### src/rtl/ctl_ptr_tracker.sv
module ctl_ptr_tracker #(
  parameter int ENTRIES  = 4,
  parameter int PA_WIDTH = 40
) (
  input  logic        clk,
  input  logic        rst_n,
  input  logic        cmd_valid,
  input  logic [2:0]  cmd_op,
  input  logic [63:0] cmd_addr,
  output logic [63:0] cur_ptr,
  output logic        rsp_valid,
  output logic        rsp_ok,
  output logic        rsp_err,
  output logic        rsp_full,
  output logic [63:0] rsp_ptr
);
  localparam int IDX_W = (ENTRIES > 1) ? $clog2(ENTRIES) : 1;
  localparam logic [63:0] BAD_MASK = ~((64'd1 << PA_WIDTH) - 64'd1) | 64'hFFF;
  localparam logic [2:0] OP_LOAD = 3'd1, OP_STORE = 3'd2, OP_CLEAR = 3'd3,
                         OP_LAUNCH = 3'd4, OP_RESUME = 3'd5;

  logic [ENTRIES-1:0] ent_vld, ent_lch, hit_vec;
  logic [63:0]        ent_addr [ENTRIES];
  logic               cur_vld;
  logic [IDX_W-1:0]   cur_idx, hit_idx, free_idx;

  wire addr_ok = ~|(cmd_addr & BAD_MASK);
  wire hit_any = |hit_vec;
  wire tbl_full = &ent_vld;
  wire cur_lch = ent_lch[cur_idx];

  assign cur_ptr = cur_vld ? ent_addr[cur_idx] : '1;

  always_comb begin
    hit_idx  = '0;
    free_idx = '0;
    for (int i = ENTRIES - 1; i >= 0; i--) begin
      hit_vec[i] = ent_vld[i] && (ent_addr[i] == cmd_addr);
      if (hit_vec[i]) hit_idx = IDX_W'(i);
      if (!ent_vld[i]) free_idx = IDX_W'(i);
    end
  end

  always_ff @(posedge clk) begin
    if (!rst_n) begin
      ent_vld   <= '0;
      ent_lch   <= '0;
      cur_vld   <= 1'b0;
      cur_idx   <= '0;
      rsp_valid <= 1'b0;
      rsp_ok    <= 1'b0;
      rsp_err   <= 1'b0;
      rsp_full  <= 1'b0;
      rsp_ptr   <= '1;
      for (int i = 0; i < ENTRIES; i++) ent_addr[i] <= '0;
    end else begin
      rsp_valid <= cmd_valid;
      rsp_ok    <= 1'b0;
      rsp_err   <= 1'b0;
      rsp_full  <= 1'b0;
      if (cmd_valid) begin
        case (cmd_op)
          OP_LOAD: begin
            if (!addr_ok) rsp_err <= 1'b1;
            else if (hit_any) begin
              cur_vld <= 1'b1;
              cur_idx <= hit_idx;
              rsp_ok  <= 1'b1;
            end else if (tbl_full) begin
              rsp_err  <= 1'b1;
              rsp_full <= 1'b1;
            end else begin
              ent_vld[free_idx]  <= 1'b1;
              ent_lch[free_idx]  <= 1'b0;
              ent_addr[free_idx] <= cmd_addr;
              cur_vld <= 1'b1;
              cur_idx <= free_idx;
              rsp_ok  <= 1'b1;
            end
          end
          OP_STORE: begin
            rsp_ptr <= cur_ptr;
            rsp_ok  <= 1'b1;
          end
          OP_CLEAR: begin
            if (!addr_ok) rsp_err <= 1'b1;
            else begin
              rsp_ok <= 1'b1;
              if (hit_any) begin
                ent_vld[hit_idx] <= 1'b0;
                ent_lch[hit_idx] <= 1'b0;
                if (cur_vld && cur_idx == hit_idx) cur_vld <= 1'b0;
              end
            end
          end
          OP_LAUNCH: begin
            if (cur_vld && !cur_lch) begin
              ent_lch[cur_idx] <= 1'b1;
              rsp_ok <= 1'b1;
            end else rsp_err <= 1'b1;
          end
          OP_RESUME: begin
            if (cur_vld && cur_lch) rsp_ok <= 1'b1;
            else rsp_err <= 1'b1;
          end
          default: rsp_err <= 1'b1;
        endcase
      end
    end
  end
endmodule

### config.mk
export PLATFORM = sky130hd
export DESIGN_NAME = ctl_ptr_tracker
export DESIGN_NICKNAME = d
export VERILOG_FILES = /design/src/rtl/ctl_ptr_tracker.sv
export SDC_FILE = /design/constraint.sdc
export NUM_CORES = 1
export LEC_CHECK = 0
export BUFFER_PORTS_ARGS = -buffer_cell sky130_fd_sc_hd__buf_4
export CORE_ASPECT_RATIO = 2
export CORE_MARGIN = 1
export CORE_UTILIZATION = 53
export CTS_CLUSTER_SIZE = 8
export DETAILED_ROUTE_END_ITERATION = 16
export PLACE_DENSITY = 0.87
export SLEW_MARGIN = 20
export SYNTH_ARGS = -nofsm -noshare
export SYNTH_HDL_FRONTEND = slang
export SYNTH_SLANG_ARGS = --single-unit
### constraint.sdc
create_clock -name clk -period 7.96 [get_ports clk]
set_input_delay 1.592 -clock clk [delete_from_list [all_inputs] [get_ports clk]]
set_output_delay 1.592 -clock clk [all_outputs]
set_load 0.05 [all_outputs]
### After elaboration in Yosys (flattened, before gate mapping)

Memory sizes are Yosys's and may differ from the RTL's. A register that Yosys moved wholly into a read port is not among the register bits.
Index checks and enable logic that the tools add are counted.

| storage, ports and cells | value |
|---|---|
| output and inout bits | 132 |
| bits in writable memories | 256 |
| bits in latches | 0 |
| flip-flop bits (word level) | 79 |
| bits in read-only memories | 0 |
| memories kept | 1 |
| bits of input ports | 70 |
| logic and storage cells | 135 |

Memory list:

| name | words | bits a word | rd ports | clocked after memory_dff | write ports | line | RTL |
|---|---|---|---|---|---|---|---|
| ent_addr | 4 | 64 | 5 | 1 | 4 | 23 | `logic [63:0] ent_addr [ENTRIES];` |

| cells by class | value |
|---|---|
| equal/unequal tests | 19 |
| shift operators | 0 |
| mux-type cells | 65 |
| $mul | 0 |
| bitwise logic cells | 11 |
| magnitude comparators | 6 |
| $add $sub $neg | 0 |
| div/mod/pow operators | 0 |
| reduce and logical (&&, ||, !) cells | 24 |

Operator list:

| operator | number |
|---|---|
| == test 64 bit | 4 |
| two-way mux 64 bit | 2 |
| OR reduction 64 bit | 1 |
| two-way mux 4 bit | 11 |
| OR reduction 39 bit | 1 |
| OR reduction 36 bit | 1 |
| two-way mux 1 bit | 30 |
| two-way mux 2 bit | 13 |
| inequality test 2 bit (second input constant) | 8 |
| AND reduction 7 bit | 2 |
| AND 4 bit | 3 |
| case mux 4 bit (3 select lines) | 1 |
| logical AND 1 bit | 10 |
| case mux 1 bit (5 select lines) | 2 |
| < comparator 2 x 3 -> 1 bit (second input constant) | 3 |
| NOT 4 bit | 2 |
| bitwise OR 4 bit | 2 |
| case mux 4 bit (2 select lines) | 1 |
| AND reduction 4 bit | 2 |
| AND reduction 8 bit | 1 |
| demux 1 bit (select 2 bit) | 3 |
| == test 3 x 2 -> 1 bit (second input constant) | 2 |
| == test 3 bit (second input constant) | 2 |
| >= comparator 2 x 1 -> 1 bit (second input constant) | 3 |
| 11 further kinds | 15 |

### Longest topological paths before layout

Gate-level depths: netlist of run 1.

| logic depth | value |
|---|---|
| depth after elaboration | 15 |
| gate-level depth with buffers | 11 |
| depth with buffers taken out | 9 |

### Least setup slack after synthesis of run 1

OpenSTA, ideal clock, no wires.

| timing | value |
|---|---|
| path kind | input to register |
| start point | in cmd_addr[41] |
| end point | mem ent_addr[0][0], enable pin |
| setup slack | -0.210 ns |
| data arrival time | 7.589 ns |
| stages on the path | 8 |
| required time | 7.379 ns |
| library setup time | 0.581 ns |
| buffers on the path | 1 |
| path through | clkbuf_2 -> nor4_1 -> nand4_1 -> nor3_2 -> nand3_2 -> nor2_2 -> inv_2 -> o31ai_1 |

RTL lines:

| item | line | RTL |
|---|---|---|
| from (decl) | 9 | `input logic [63:0] cmd_addr,` |
| to (decl) | 23 |  |

==> results.md, run 1 <==
* EDFF count, synth at around 260
* Total power at about 4400 uW
* YS warnings at 0
* Die height at 256 um
* Sequential area share after synthesis at 0.544
* Maximum capacitance violations at 0
* Crit path launch type: input port
* Met3 Track Usage GR at 0.0858
* Measured slew at the worst slew-check pin at ~1.2 ns
* Top-level port count at 202
* Share of cells above drive strength 1 at 0.210
* Worst-path fanout max at 35
* Ranking of synthesized cells by area: edfxtp_1, dfxtp_1, mux4_2
* # DRC at 0
* RSZ-0062 raised after global routing: no
* Synth Area in Compound Gates at 0.0402
* Worst Setup Path Type: input port to flop
* Root Driver: clkbuf_16
* Simple-gate share of the synthesized area at 0.159
* Data required, critical path at 8.16 ns
* Reg area at 9320 um^2
* Routed len/inst at between 30 and 40 um
* Final hold violation count at 0
* Most common cell after layout, fill and taps aside: edfxtp_1
* Number of library cell types mapped by synthesis at 65
* Pleak at roughly 0.0081 uW
* Clock skew at 0.0242 ns
* Later-pin clock latency in the skew report at 0.57 ns
* CTS clk-pin slew, worst paths at roughly 0.05 ns
* # resized after CTS at 0
* Grt peak-use layer: met2
* Final Cycle Share at 0.675
* Post-layout min period at roughly 5.4 ns
* Adder-Cell Fraction of Synth Area at 0
* Largest net degree at the start of global routing at between 100 and 150
* Status: completed
* Sink Count at 337
* Slew HR at 0.233
* Area occupied by multi-input gates at 7700 um^2
* Crit path DAT at about 5.6 ns
* Dpl cell area at ~19000 um^2
* Asr flop ratio synth at 0
* Area growth, synth to finish at 21.1%
* Pre-Repair DR Iteration Count at 5
* Core area at approximately 32000 um^2
* Synthesized instance count at roughly 1400
* Hold Path Class: flop to flop
* Post-synth top area share at 0.449
* Detailed Place HPWL at around 49000 um
* Die Area at about 33000 um^2
* PwrDens at roughly 210 nW/um^2
* CTS buffer count at 48
* First-pass GRT wire length at around 93000 um
* Iter 0 DRT Violations at 1389
* # fillers at 2373
* Synth Flop Type: edfxtp_1
* Post-Route WL at 65700 um
* Synthesized area at ~17000 um^2
* GR Util met2 at 0.697
* Xor/xnor share of the synthesized area at 0.0941
* Final Cell Area at 20700 um^2
* Post-Syn Area per Cell at about 13 um^2
* Met1 GRT Util at 0.407
* Final setup viols at 0
* Clock Path Buffers at 3
* Antenna violations before repair at 5
* Starting Density at 0.541
* Number of global-route vias before repair at approximately 13000
* Largest area contributor in the netlist: edfxtp_1
* # hold bufs at CTS at 0
* GRT Resource Usage Total at 0.412
* Placement Rows at between 90 and 100
* Vias/cell at 6.04
* GPL Wtd Cong at around 1.1
* Setup bufs post-CTS at 0
* Most frequent cells in the layout: edfxtp_1, buf_4, conb_1
* GRT overflow at 0
* Total number of vias at 12800
* Chip Width at about 130 um
* Htree depth at 2
* Number of synthesized register bits at between 300 and 400
* VDD IR max at roughly 210 uV
* NumNets Final at around 1700
* Fin Setup TNS at 0 ns
* Post-synthesis mux area share at 0.123
* Hold Slack at around 0.47 ns
* Port buffer count at 201
* CTS tree: done
* Main combinational cell family by area after synthesis: simple AND/OR/NAND/NOR gates
* Fmax at around 0.19 GHz
* Post-route ant nets at 0
* Final-report max-slew violation count at 0
* Crit end category: flop
[sequential cells by signal, summed over array words and instances, names as in the netlist, named ones only]
| register | flops |
|---|---|
| ent_addr | 256 |
| rsp_ptr | 64 |
| ent_lch | 4 |
| ent_vld | 4 |
| cur_idx | 2 |
| cur_vld | 1 |
| rsp_err | 1 |
| rsp_full | 1 |
| rsp_ok | 1 |
| rsp_valid | 1 |
[cells in the mapped netlist (40+ instances only)]
master	number
mux4_2	65
edfxtp_1	256
nor4_1	40
buf_2	56
xor2_1	67
nand2_1	91
nand2b_1	96
inv_1	43
dfxtp_1	81
xnor2_1	117
and3_1	87
mux2i_1	65
clkbuf_1	41
[where the power goes]
group	internal [uW]	switching [uW]	total, uW
clock network	1150	767	1920
logic	147	281	428
registers	1990	83.2	2070
total	3290	1130	4420
[metal layers]
layer	vias to the layer above	wire length, um
li1	5455	-
met4	2	7670
met5	-	9
met1	6275	19400
met3	262	5120
met2	836	33500
[per-stage QoR]
stage | instances | utilization | setup slack (ns)
after floorplan | 1510 | - | 1.80
after global placement | 2032 | 0.610 | 2.25
after detailed placement | 2032 | 0.610 | 2.19
after CTS | 2121 | 0.655 | 2.68
after global routing | 2122 | 0.655 | 2.38
final | 2124 | 0.655 | 2.58
[final timing paths]
path | endpoint | startpoint | cells after the start | slack [ns]
worst max-delay path | ent_addr[3][63] | cmd_addr[55] | 11 | 2.58
worst min-delay path | ent_lch[0] | ent_lch[0] | 2 | 0.47
worst max register to register | ent_addr[3][63] | ent_addr[3][3] | 10 | 3.41
worst min register to register | ent_lch[0] | ent_lch[0] | 2 | 0.47
[final cells by class]
class | count | area share
diodes | 3 | 0.000362
repair buffers | 213 | 0.0771
inverters | 46 | 0.00832
flip-flops and latches | 337 | 0.449
well taps | 423 | 0.0255
clock inverters | 3 | 0.00235
multi-input cells | 1013 | 0.371
clock buffers | 86 | 0.0658
[cell families after synthesis]
| family | count (synthesis) |
|---|---|
| DFF | 337 |
| buffers and inverters | 160 |
| AOI/OAI and AO/OA | 88 |
| muxes | 130 |
| other | 1 |
| and+or+nand+nor | 467 |
| xor gates and xnor gates | 184 |
[worst max-delay path, stage by stage]
cell and delay [ns]:
buf_4 0.15, nor4_1 0.57, nand4_1 0.31, nor3_2 0.40, nand3_2 0.23, nor2_2 0.24
inv_2 0.11, nor2_1 0.32, and2_1 0.20, nand2b_2 0.86, buf_4 0.57
Power figures use the tool's default switching activity.
==> run 2: changes to the inputs <==
--- a/config.mk
+++ b/config.mk
@@ -5,13 +5,14 @@
 export SDC_FILE = /design/constraint.sdc
 export NUM_CORES = 1
 export LEC_CHECK = 0
+export ABC_AREA = 1
 export BUFFER_PORTS_ARGS = -buffer_cell sky130_fd_sc_hd__buf_4
 export CORE_ASPECT_RATIO = 2
 export CORE_MARGIN = 1
-export CORE_UTILIZATION = 53
+export CORE_UTILIZATION = 55
 export CTS_CLUSTER_SIZE = 8
 export DETAILED_ROUTE_END_ITERATION = 16
-export PLACE_DENSITY = 0.87
+export PLACE_DENSITY = 0.89
 export SLEW_MARGIN = 20
 export SYNTH_ARGS = -nofsm -noshare
 export SYNTH_HDL_FRONTEND = slang
==> constraint.sdc (replaced) <==
create_clock -name clk -period 4.45 [get_ports clk]
set_input_delay 0.89 -clock clk [delete_from_list [all_inputs] [get_ports clk]]
set_output_delay 0.89 -clock clk [all_outputs]
set_load 0.05 [all_outputs]
==> results.md, run 2 <==
* CTS buffer count at 48
* Starting Density at 0.557
* Status: aborted with a tool error
* Largest net degree at the start of global routing at between 60 and 70
* Port buffer count at 201
* Number of library cell types mapped by synthesis at 44
* Adder-Cell Fraction of Synth Area at 0
* Placement Rows at 102
* Ranking of synthesized cells by area: edfxtp_1, nand2_1, nor2_1
* # hold bufs at CTS at 0
* Synthesized instance count at ~3300
* Failing step: global routing
* Xor/xnor share of the synthesized area at 0.0126
* Number of synthesized register bits at ~340
* Sequential area share after synthesis at 0.432
* First-pass GRT wire length at between 150000 and 200000 um
* Largest area contributor in the netlist: edfxtp_1
* Top-level port count at 202
* Setup bufs post-CTS at 0
* Leading cell types by count after synthesis: nand2_1, nor2_1, inv_1
* GRT overflow at 2
* Post-synth top area share at 0.357
* Clock Path Buffers at 3
* Error msg: [ERROR GRT-0116] Global routing finished with congestion. Check the congestion regions in the DRC Viewer.
* EDFF count, synth at roughly 260
* Detailed Place HPWL at 85100 um
* Sink Count at 337
* Number of global-route vias before repair at between 20000 and 30000
* GRT Resource Usage Total at 0.602
* # resized after CTS at 0
* Synth Flop Type: edfxtp_1
* Asr flop ratio synth at 0
* Count leader, synth: nand2_1
* Post-Syn Area per Cell at roughly 6.6 um^2
* Post-synthesis mux area share at 0
* GPL Wtd Cong at around 1.2
* Synth Area in Compound Gates at 0.0860
* Simple-gate share of the synthesized area at 0.387
* YS warnings at 0
* Main combinational cell family by area after synthesis: simple AND/OR/NAND/NOR gates
* Synthesized area at 21500 um^2
* Chip Width at between 100 and 150 um
* Htree depth at 2
* Root Driver: clkbuf_16
* Die height at between 200 and 300 um
run 2: metrics by stage:
step	area (um^2)	instances	worst slack (ns)
after floorplan	22100	3406	-0.903
after global placement	24300	4072	0.231
after detailed placement	24400	4072	0.517
after CTS	25700	4162	0.859
run 2: kinds of logic after synthesis:
logic type	count (synthesis)
AO/OA/AOI/OAI	360
XOR/XNOR	31
buffers and inverters	460
flip-flops	337
other	1
AND/OR/NAND/NOR	2074
run 2: routing by layer:
metal | GRT overflow | global-route usage
met5 | 0 | 0.00251
met1 | 0 | 0.592
met4 | 2 | 0.673
met3 | 0 | 0.268
met2 | 0 | 0.890
